===== config.mk =====
export PLATFORM = sky130hd
export DESIGN_NAME = uart_mm
export DESIGN_NICKNAME = d
export VERILOG_FILES = /design/src/rtl/uart_mm_pkg.sv /design/src/rtl/uart_mm_sync.sv /design/src/rtl/uart_mm_tx.sv /design/src/rtl/uart_mm_rx.sv /design/src/rtl/uart_mm.sv
export SDC_FILE = /design/constraint.sdc
export NUM_CORES = 1
export LEC_CHECK = 0
export BUFFER_PORTS_ARGS = -buffer_cell sky130_fd_sc_hd__buf_4
export CAP_MARGIN = 5
export CELL_PAD_IN_SITES_DETAIL_PLACEMENT = 1
export CELL_PAD_IN_SITES_GLOBAL_PLACEMENT = 2
export CORE_UTILIZATION = 35
export CTS_CLUSTER_DIAMETER = 40
export DETAILED_ROUTE_END_ITERATION = 6
export PLACE_DENSITY = 0.9
export SETUP_SLACK_MARGIN = 0.3
export SLEW_MARGIN = 25
export SYNTH_ARGS = -nofsm -noshare
export SYNTH_HDL_FRONTEND = slang
export SYNTH_SLANG_ARGS = --single-unit

===== constraint.sdc =====
create_clock -name clk -period 2.69 [get_ports clk]
set_input_delay 0.4035 -clock clk [delete_from_list [all_inputs] [get_ports clk]]
set_output_delay 0.4035 -clock clk [all_outputs]
set_load 0.03 [all_outputs]

===== src/rtl/uart_mm_pkg.sv =====
package uart_mm_pkg;

  typedef enum logic [1:0] {
    TXS_IDLE,
    TXS_WAIT,
    TXS_SEND
  } tx_state_t;

  typedef enum logic {
    RXS_IDLE,
    RXS_RUN
  } rx_state_t;

  function automatic logic vote3(input logic a, input logic b, input logic c);
    return (a & b) | (a & c) | (b & c);
  endfunction

endpackage


===== src/rtl/uart_mm_sync.sv =====
module uart_mm_sync #(
  parameter int   STAGES    = 2,
  parameter logic RESET_VAL = 1'b1
) (
  input  logic clk,
  input  logic rst,
  input  logic d,
  output logic q
);

  logic [STAGES-1:0] chain;

  generate
    if (STAGES == 1) begin : g_single
      always_ff @(posedge clk) begin
        if (rst) chain <= RESET_VAL;
        else     chain <= d;
      end
    end else begin : g_multi
      always_ff @(posedge clk) begin
        if (rst) chain <= {STAGES{RESET_VAL}};
        else     chain <= {chain[STAGES-2:0], d};
      end
    end
  endgenerate

  assign q = chain[STAGES-1];

endmodule


===== src/rtl/uart_mm_tx.sv =====
module uart_mm_tx
  import uart_mm_pkg::*;
#(
  parameter int DATA_W = 8,
  parameter int OVS    = 16
) (
  input  logic              clk,
  input  logic              rst,
  input  logic              tick,
  input  logic              wr_en,
  input  logic [DATA_W-1:0] wr_data,
  input  logic              mode9,
  input  logic              bit9_in,
  input  logic              clr_done,
  output logic              txd,
  output logic              done
);

  localparam int CNT_W = $clog2(OVS);
  localparam int IDX_W = $clog2(DATA_W + 3);
  localparam logic [CNT_W-1:0] CNT_LAST  = CNT_W'(OVS - 1);
  localparam logic [IDX_W-1:0] IDX_DLAST = IDX_W'(DATA_W);
  localparam logic [IDX_W-1:0] STOP_8    = IDX_W'(DATA_W + 1);
  localparam logic [IDX_W-1:0] STOP_9    = IDX_W'(DATA_W + 2);

  tx_state_t         state;
  logic [CNT_W-1:0]  cnt;
  logic [IDX_W-1:0]  idx;
  logic [DATA_W-1:0] shr;
  logic              b9_q;
  logic              m9_q;
  logic              txd_q;
  logic              done_q;

  logic [IDX_W-1:0]  stop_idx;
  logic [IDX_W-1:0]  nxt;

  assign stop_idx = m9_q ? STOP_9 : STOP_8;
  assign nxt      = idx + 1'b1;

  always_ff @(posedge clk) begin
    if (rst) begin
      state  <= TXS_IDLE;
      cnt    <= '0;
      idx    <= '0;
      shr    <= '0;
      b9_q   <= 1'b0;
      m9_q   <= 1'b0;
      txd_q  <= 1'b1;
      done_q <= 1'b0;
    end else begin
      if (clr_done) done_q <= 1'b0;
      unique case (state)
        TXS_IDLE: begin
          if (wr_en) begin
            shr   <= wr_data;
            b9_q  <= bit9_in;
            m9_q  <= mode9;
            state <= TXS_WAIT;
          end
        end
        TXS_WAIT: begin
          if (tick) begin
            state <= TXS_SEND;
            cnt   <= '0;
            idx   <= '0;
            txd_q <= 1'b0;
          end
        end
        TXS_SEND: begin
          if (tick) begin
            if (cnt == CNT_LAST) begin
              cnt <= '0;
              if (idx == stop_idx) begin
                state <= TXS_IDLE;
              end else begin
                idx <= nxt;
                if (nxt == stop_idx) begin
                  txd_q  <= 1'b1;
                  done_q <= 1'b1;
                end else if (nxt <= IDX_DLAST) begin
                  txd_q <= shr[0];
                  shr   <= {1'b0, shr[DATA_W-1:1]};
                end else begin
                  txd_q <= b9_q;
                end
              end
            end else begin
              cnt <= cnt + 1'b1;
            end
          end
        end
        default: state <= TXS_IDLE;
      endcase
    end
  end

  assign txd  = txd_q;
  assign done = done_q;

endmodule


===== src/rtl/uart_mm_rx.sv =====
module uart_mm_rx
  import uart_mm_pkg::*;
#(
  parameter int DATA_W = 8,
  parameter int OVS    = 16
) (
  input  logic              clk,
  input  logic              rst,
  input  logic              tick,
  input  logic              rx_in,
  input  logic              rx_en,
  input  logic              mode9,
  input  logic              mp_en,
  input  logic              clr_done,
  output logic [DATA_W-1:0] rd_data,
  output logic              bit9,
  output logic              done
);

  localparam int CNT_W = $clog2(OVS);
  localparam int IDX_W = $clog2(DATA_W + 3);
  localparam logic [CNT_W-1:0] CNT_LAST  = CNT_W'(OVS - 1);
  localparam logic [CNT_W-1:0] VOTE_A    = CNT_W'(OVS / 2 - 1);
  localparam logic [CNT_W-1:0] VOTE_B    = CNT_W'(OVS / 2);
  localparam logic [CNT_W-1:0] VOTE_C    = CNT_W'(OVS / 2 + 1);
  localparam logic [IDX_W-1:0] IDX_DLAST = IDX_W'(DATA_W);
  localparam logic [IDX_W-1:0] LAST_8    = IDX_W'(DATA_W + 1);
  localparam logic [IDX_W-1:0] LAST_9    = IDX_W'(DATA_W + 2);

  rx_state_t         state;
  logic              prev;
  logic [CNT_W-1:0]  cnt;
  logic [IDX_W-1:0]  idx;
  logic              smp_a;
  logic              smp_b;
  logic [DATA_W-1:0] shr;
  logic              ninth_q;
  logic [DATA_W-1:0] data_q;
  logic              b9_q;
  logic              done_q;

  logic              bit_now;
  logic [IDX_W-1:0]  last_idx;
  logic              ninth_fin;
  logic              accept;

  assign bit_now   = vote3(smp_a, smp_b, rx_in);
  assign last_idx  = mode9 ? LAST_9 : LAST_8;
  assign ninth_fin = mode9 ? ninth_q : bit_now;
  assign accept    = !done_q && !(mode9 && mp_en && !ninth_fin);

  always_ff @(posedge clk) begin
    if (rst) begin
      state   <= RXS_IDLE;
      prev    <= 1'b1;
      cnt     <= '0;
      idx     <= '0;
      smp_a   <= 1'b0;
      smp_b   <= 1'b0;
      shr     <= '0;
      ninth_q <= 1'b0;
      data_q  <= '0;
      b9_q    <= 1'b0;
      done_q  <= 1'b0;
    end else begin
      if (clr_done) done_q <= 1'b0;
      if (tick) begin
        prev <= rx_in;
        unique case (state)
          RXS_IDLE: begin
            if (rx_en && prev && !rx_in) begin
              state <= RXS_RUN;
              cnt   <= CNT_W'(1);
              idx   <= '0;
            end
          end
          RXS_RUN: begin
            cnt <= cnt + 1'b1;
            if (cnt == CNT_LAST) idx <= idx + 1'b1;
            if (cnt == VOTE_A) smp_a <= rx_in;
            if (cnt == VOTE_B) smp_b <= rx_in;
            if (cnt == VOTE_C) begin
              if (idx == '0) begin
                if (bit_now) state <= RXS_IDLE;
              end else if (idx == last_idx) begin
                state <= RXS_IDLE;
                if (accept) begin
                  data_q <= shr;
                  b9_q   <= ninth_fin;
                  done_q <= 1'b1;
                end
              end else if (idx <= IDX_DLAST) begin
                shr <= {bit_now, shr[DATA_W-1:1]};
              end else begin
                ninth_q <= bit_now;
              end
            end
          end
          default: state <= RXS_IDLE;
        endcase
      end
    end
  end

  assign rd_data = data_q;
  assign bit9    = b9_q;
  assign done    = done_q;

endmodule


===== src/rtl/uart_mm.sv =====
module uart_mm #(
  parameter int DATA_W      = 8,
  parameter int OVS         = 16,
  parameter int SYNC_STAGES = 2
) (
  input  logic              clk,
  input  logic              rst,
  input  logic              tx_tick,
  input  logic              rx_tick,
  input  logic              mode9,
  input  logic              rx_en,
  input  logic              mp_en,
  input  logic              tx_bit9,
  input  logic              wr_en,
  input  logic [DATA_W-1:0] wr_data,
  input  logic              clr_tx_done,
  input  logic              clr_rx_done,
  input  logic              rxd,
  output logic              txd,
  output logic [DATA_W-1:0] rd_data,
  output logic              rx_bit9,
  output logic              tx_done,
  output logic              rx_done,
  output logic              irq
);

  logic rx_sync;

  uart_mm_sync #(
    .STAGES   (SYNC_STAGES),
    .RESET_VAL(1'b1)
  ) u_sync (
    .clk(clk),
    .rst(rst),
    .d  (rxd),
    .q  (rx_sync)
  );

  uart_mm_tx #(
    .DATA_W(DATA_W),
    .OVS   (OVS)
  ) u_tx (
    .clk     (clk),
    .rst     (rst),
    .tick    (tx_tick),
    .wr_en   (wr_en),
    .wr_data (wr_data),
    .mode9   (mode9),
    .bit9_in (tx_bit9),
    .clr_done(clr_tx_done),
    .txd     (txd),
    .done    (tx_done)
  );

  uart_mm_rx #(
    .DATA_W(DATA_W),
    .OVS   (OVS)
  ) u_rx (
    .clk     (clk),
    .rst     (rst),
    .tick    (rx_tick),
    .rx_in   (rx_sync),
    .rx_en   (rx_en),
    .mode9   (mode9),
    .mp_en   (mp_en),
    .clr_done(clr_rx_done),
    .rd_data (rd_data),
    .bit9    (rx_bit9),
    .done    (rx_done)
  );

  assign irq = tx_done | rx_done;

endmodule


==> results of run 1 <==
[metal layers]
layer / vias to the layer above / routed length [um]
met5: - / 0
met4: 0 / 32
met3: 5 / 144
met2: 26 / 2786
met1: 1079 / 2967
li1: 1143 / -
[metrics by stage]
stage / setup WS (ps) / area (um^2) / std cells
finish: 541.2 / 3077 / 439
global route: 361.3 / 3077 / 439
detailed placement: 567.5 / 2983 / 431
floorplan: 802.5 / 2680 / 312
CTS: 531.5 / 3077 / 439
global placement: 635.3 / 2983 / 431
[final cells by class]
class / count / area (um^2) / share of cell area [%]
Multi-Input combinational cell: 233 / 1465 / 47.62
Sequential cell: 55 / 1101 / 35.79
Timing Repair Buffer: 34 / 255.2 / 8.296
Tap cell: 99 / 123.9 / 4.026
Clock buffer: 5 / 68.82 / 2.237
Inverter: 10 / 37.54 / 1.220
Clock inverter: 3 / 25.02 / 0.8133
[power breakdown]
group	total [mW]	switching [mW]	leakage (nW)	internal (mW)
clock network	0.474	0.287	0.0443	0.187
registers	0.855	0.0191	0.446	0.836
logic	0.120	0.0686	0.777	0.0517
[registers in the layout, summed over array words and instances, names as in the netlist, 2 cells and up]
name          count
u_rx.shr          8
u_rx.rd_data      8
u_tx.state        2
u_rx.idx          4
u_tx.shr          8
u_tx.idx          4
u_tx.cnt          4
u_sync.chain      2
u_rx.cnt          4
[Yosys cell counts, types with 2 or more instances]
cell and instances:
a211o_1 2, dfxtp_1 55, o21a_1 2, a31oi_1 3, nand2_1 11, and2_1 2
clkbuf_1 9, xor2_1 6, nor2_1 62, nor3_1 2, nand4_1 5, o21ai_1 7
buf_6 3, nand2b_1 8, or2_2 3, a21oi_1 12, a211oi_1 7, ha_1 7
mux2i_1 23, nor4_1 2, a22oi_1 2, nor2b_1 4, o21ai_0 23, and3b_1 2
inv_1 10, nand3b_1 3, nand3_1 12
[cells by family after synthesis]
| family | after synthesis | share of synthesized area (%) |
|---|---|---|
| AND/OR/NAND/NOR | 124 | 22.55 |
| AO/OA/AOI/OAI | 71 | 17.60 |
| flip-flops | 55 | 41.08 |
| buffers and inverters | 24 | 4.248 |
| multiplexers | 23 | 8.590 |
| adder cells (fa/ha/maj) | 8 | 3.641 |
| XOR/XNOR | 7 | 2.288 |
[how the worst min path moves through the flow]
stage               slack (ps)         endpoint             from  cells after the start
finish                     280  u_sync.chain[0]              rxd                      2
CTS                        270  u_sync.chain[0]              rxd                      2
global route               260  u_sync.chain[0]              rxd                      2
detailed placement         390  u_sync.chain[1]  u_sync.chain[0]                      1
global placement           390  u_sync.chain[1]  u_sync.chain[0]                      1
floorplan                  390  u_sync.chain[1]  u_sync.chain[0]                      1
[critical path: stages (launching register included)]
cell and delay, ps:
dfxtp_1 480, ha_1 300, or3_1 310, a211o_1 380
a211oi_4 380, o21ai_0 140, o21ai_0 90
==> impl_metrics.ini, run 1 <==
[outcome]
status = complete, no violations

[drt]
route.detailed.drc = 0
drt_iter0_drc = 64
wire_per_inst_um = 13.51
routed_wirelength_um = 5930
dr.pass1.iters = 4
ant_nets = 0
viasPerCell = 5.132
num_vias = 2253

[global_route]
grt.met1_usage_pct = 20.47
grt_pass1_wl_um = 9942
use_met3_pct = 3.416
top_usage_layer = met2
use_met2_pct = 27.34
antenna_found_initial = 0
grt_overflow = 0
grt_pass1_vias = 2158
grt_use_total_pct = 15.96
grt_start_max_net_pins = 53

[timing]
fmax_mhz = 465.4
fin_skew_ps = 7.074
tightest_slew_ps = 560.2
hold_viol = 0
grt_setup_unrepaired = false
setup_viol = 0
tns_ps = 0
period_share_pct = 79.88
finalMaxSlewViolations = 0
post-route-min-period_ps = 2149
worst_slew_margin_rel_pct = 62.65
finalHoldWorstSlack_ps = 275.2

[placement]
gp_congestion = 0.8076
io_buffers = 32
hpwl_um = 4196

[yosys]
seq_area_frac_synth_pct = 41.08
ys_ff_latch = 55
synth_top_area_cell = dfxtp_1
synth_top_area_share_pct = 41.08
synth.area.top_cells = dfxtp_1 41%, nor2_1 8.7%, mux2i_1 8.6%, o21ai_0 4.3%, ha_1 3.3%
avgSynthCellArea_um2 = 8.590
netlist_area_um2 = 2680
netlist_instances = 312
synth_edf_count = 0
yosys_warnings = 0
async_flop_share_pct = 0
synth_cell_type_count = 52
synth_nets = 339
ys.flop_type = dfxtp_1

[clocking]
cts_tree = yes
cts_setup_buffers = 0
clock_latency_ps = 310
htreeDepth = 2
clock-sinks = 55
cts_resized = 0
cts_buffers = 5
holdBufCountCts = 0
cts_buffer_depth = 2
clk_pin_slew_worst_paths_ps = 100
root_buffer = clkbuf_8

[worst_setup_path]
crit_path_end = u_tx.shr[3]
worst_r2r_path_depth = 6
crit_start = u_tx.idx[0]
r2r_start = u_tx.idx[0]
path_max_fanout = 9
worstPathRequired_ps = 2930
end_kind = register
r2r_slack_ps = 540
crit_arrival_ps = 2390
reg2reg_to = u_tx.shr[3]
crit_type = register to register
cp-start-kind = register

[power_and_ir_drop]
finalPower_mw = 1.450
total_leakage_power_nw = 1.267
powerDensity_nw_per_um2 = 471.1
max-vdd-ir-drop_mv = 0.2454

[floorplan]
die_h_um = 89.51
coreArea_um2 = 7331
pin_count = 33
die-width_um = 89.51
rows = 31
die_area_um2 = 8011
initial_core_util_pct = 36.56

[flow_run]
maxCapViolations = 0

[cells_and_area]
drive_gt1_share_pct = 15.29
syn2layout_area_growth_pct = 14.80
final_cell_mix = 62 x nor2_1, 55 x dfxtp_1, 34 x buf_4
antenna-diode-count = 0
final_util_pct = 41.97
n_fill_cell = 878
nets = 366
mostFrequentLayoutCell = nor2_1

[worst_hold_path]
hp-class = primary input to register
Power figures use the tool's default switching activity.
==> run 2, diff against run 1 <==
==> constraint.sdc (replaced) <==
create_clock -name clk -period 2.05 [get_ports clk]
set_input_delay 0.3075 -clock clk [delete_from_list [all_inputs] [get_ports clk]]
set_output_delay 0.3075 -clock clk [all_outputs]
set_load 0.03 [all_outputs]
==> run 2 against run 1 <==
Net effect:
- sequential share of layout area decreased by 2.8 points
- core utilization increased by 4.2 points
- wire length increased by 9.3%
==> impl_metrics.ini, run 2 (synthesis results as in run 1) <==
[floorplan]
die_area_um2 = 8011
rows = 31
die-width_um = 89.51
pin_count = 33
coreArea_um2 = 7331
die_h_um = 89.51
initial_core_util_pct = 36.56

[cells_and_area]
final_cell_mix = 61 x nor2_1, 48 x buf_4, 47 x dfxtp_1
syn2layout_area_growth_pct = 26.42
nets = 386
drive_gt1_share_pct = 26.11
n_fill_cell = 853
antenna-diode-count = 0
mostFrequentLayoutCell = nor2_1
final_util_pct = 46.22

[worst_setup_path]
crit_family = compound AO/OA/AOI/OAI gates
worstPathRequired_ps = 2290
cp_slowest_cell = dfxtp_4
crit_arrival_ps = 2130
path_max_fanout = 7
crit_type = register to register
cp-start-kind = register
crit_top_cell = o21ai_1
r2r_slack_ps = 160
crit_chain = ha_4 > or3_4 > a211o_4 > a211oi_4 > buf_6 > o21ai_1 > o21ai_1
crit_start = u_tx.idx[1]
end_kind = register
slowest_delay_ps = 370
worst_r2r_path_depth = 7
reg2reg_to = u_tx.shr[2]
crit_buf_inv = 1
r2r_start = u_tx.idx[1]

[timing]
period_share_pct = 91.96
tns_ps = 0
setup_viol = 0
worst_slew_margin_rel_pct = 61.91
hold_viol = 0
tightest_slew_ps = 571.4
post-route-min-period_ps = 1885
finalHoldWorstSlack_ps = 178.9
fin_skew_ps = 5.091
grt_setup_unrepaired = true
fmax_mhz = 530.4
finalMaxSlewViolations = 0
setup_ws_ps = 164.8

[power_and_ir_drop]
total_leakage_power_nw = 1.393
powerDensity_nw_per_um2 = 563.6
max-vdd-ir-drop_mv = 0.2550
finalPower_mw = 1.910

[placement]
gp_congestion = 0.7860
dp_slack_ps = 110.3
io_buffers = 32
hpwl_um = 4344

[drt]
viasPerCell = 5.109
dr.pass1.iters = 4
drt_iter0_drc = 78
num_vias = 2345
route.detailed.drc = 0
routed_wirelength_um = 6480
ant_nets = 0
wire_per_inst_um = 14.12

[clocking]
clock-sinks = 55
clk_pin_slew_worst_paths_ps = 100
htreeDepth = 2
holdBufCountCts = 0
cts_buffer_depth = 2
cts_tree = yes
cts_buffers = 5
clock_latency_ps = 310
root_buffer = clkbuf_8

[global_route]
grt_use_total_pct = 16.85
grt_pass1_vias = 2262
grt_overflow = 0
grt_pass1_wl_um = 10440
antenna_found_initial = 0
grt_start_max_net_pins = 53

[worst_hold_path]
hp-start = rxd
whs_path_depth = 2
worstHoldEndpoint = u_sync.chain[0]
hp-class = primary input to register

[flow_run]
maxCapViolations = 0

[outcome]
status = complete, no violations
## run 2: cell types whose count changed in the layout (fill, tap and decap cells not counted), moves of 3 or more
cell | before | now
o21ai_0 | 23 | 14
buf_4 | 34 | 48
o21ai_1 | 7 | 15
dfxtp_2 | 0 | 6
dfxtp_1 | 55 | 47
buf_6 | 0 | 3
## run 2: metal layers
metal,track usage [%],up-vias,routed length [um]
met1,20.63,1134,3003
met3,3.601,6,142
met2,30.19,21,3279
met5,0,-,0
li1,-,1184,-
met4,3.896,0,55
## run 2: timing repair
| action | 4_1_cts | 5_1_grt |
|---|---|---|
| buffers inserted | 7 | 7 |
| gates resized for setup | 7 | 33 |
| pin swaps | 4 | 4 |
| setup endpoints to repair | 18 | 32 |
## run 2: metrics by stage
stage / std cells / cell area (um^2)
finish: 459 / 3388
global route: 459 / 3388
CTS: 452 / 3227
detailed placement: 437 / 3060
global placement: 437 / 3060
floorplan: 312 / 2700
## run 2: worst max path at each step
| stage | slack (ps) | depth (start not counted) | end |
|---|---|---|---|
| after floorplan | 280 | 6 | u_tx.shr[0] |
| after global placement | 180 | 6 | u_tx.shr[1] |
| after detailed placement | 110 | 6 | u_tx.shr[7] |
| after CTS | 180 | 7 | u_tx.shr[2] |
| after global routing | 90 | 7 | u_tx.shr[5] |
| final | 160 | 7 | u_tx.shr[2] |
## run 2: cell type report
type                    instances  area [um^2]  area share, %
inverters                      10        37.54          1.108
flip-flops and latches         55         1116          32.94
well taps                      99        123.9          3.656
clock inverters                 3        18.77         0.5539
repair buffers                 54        449.2          13.26
clock buffers                   5        68.82          2.031
multi-input cells             233         1574          46.45
## run 2: power breakdown
group | total (mW) | switching (mW) | internal (mW)
Sequential | 1.12 | 0.0204 | 1.09
Clock | 0.609 | 0.369 | 0.240
Combinational | 0.186 | 0.104 | 0.0821
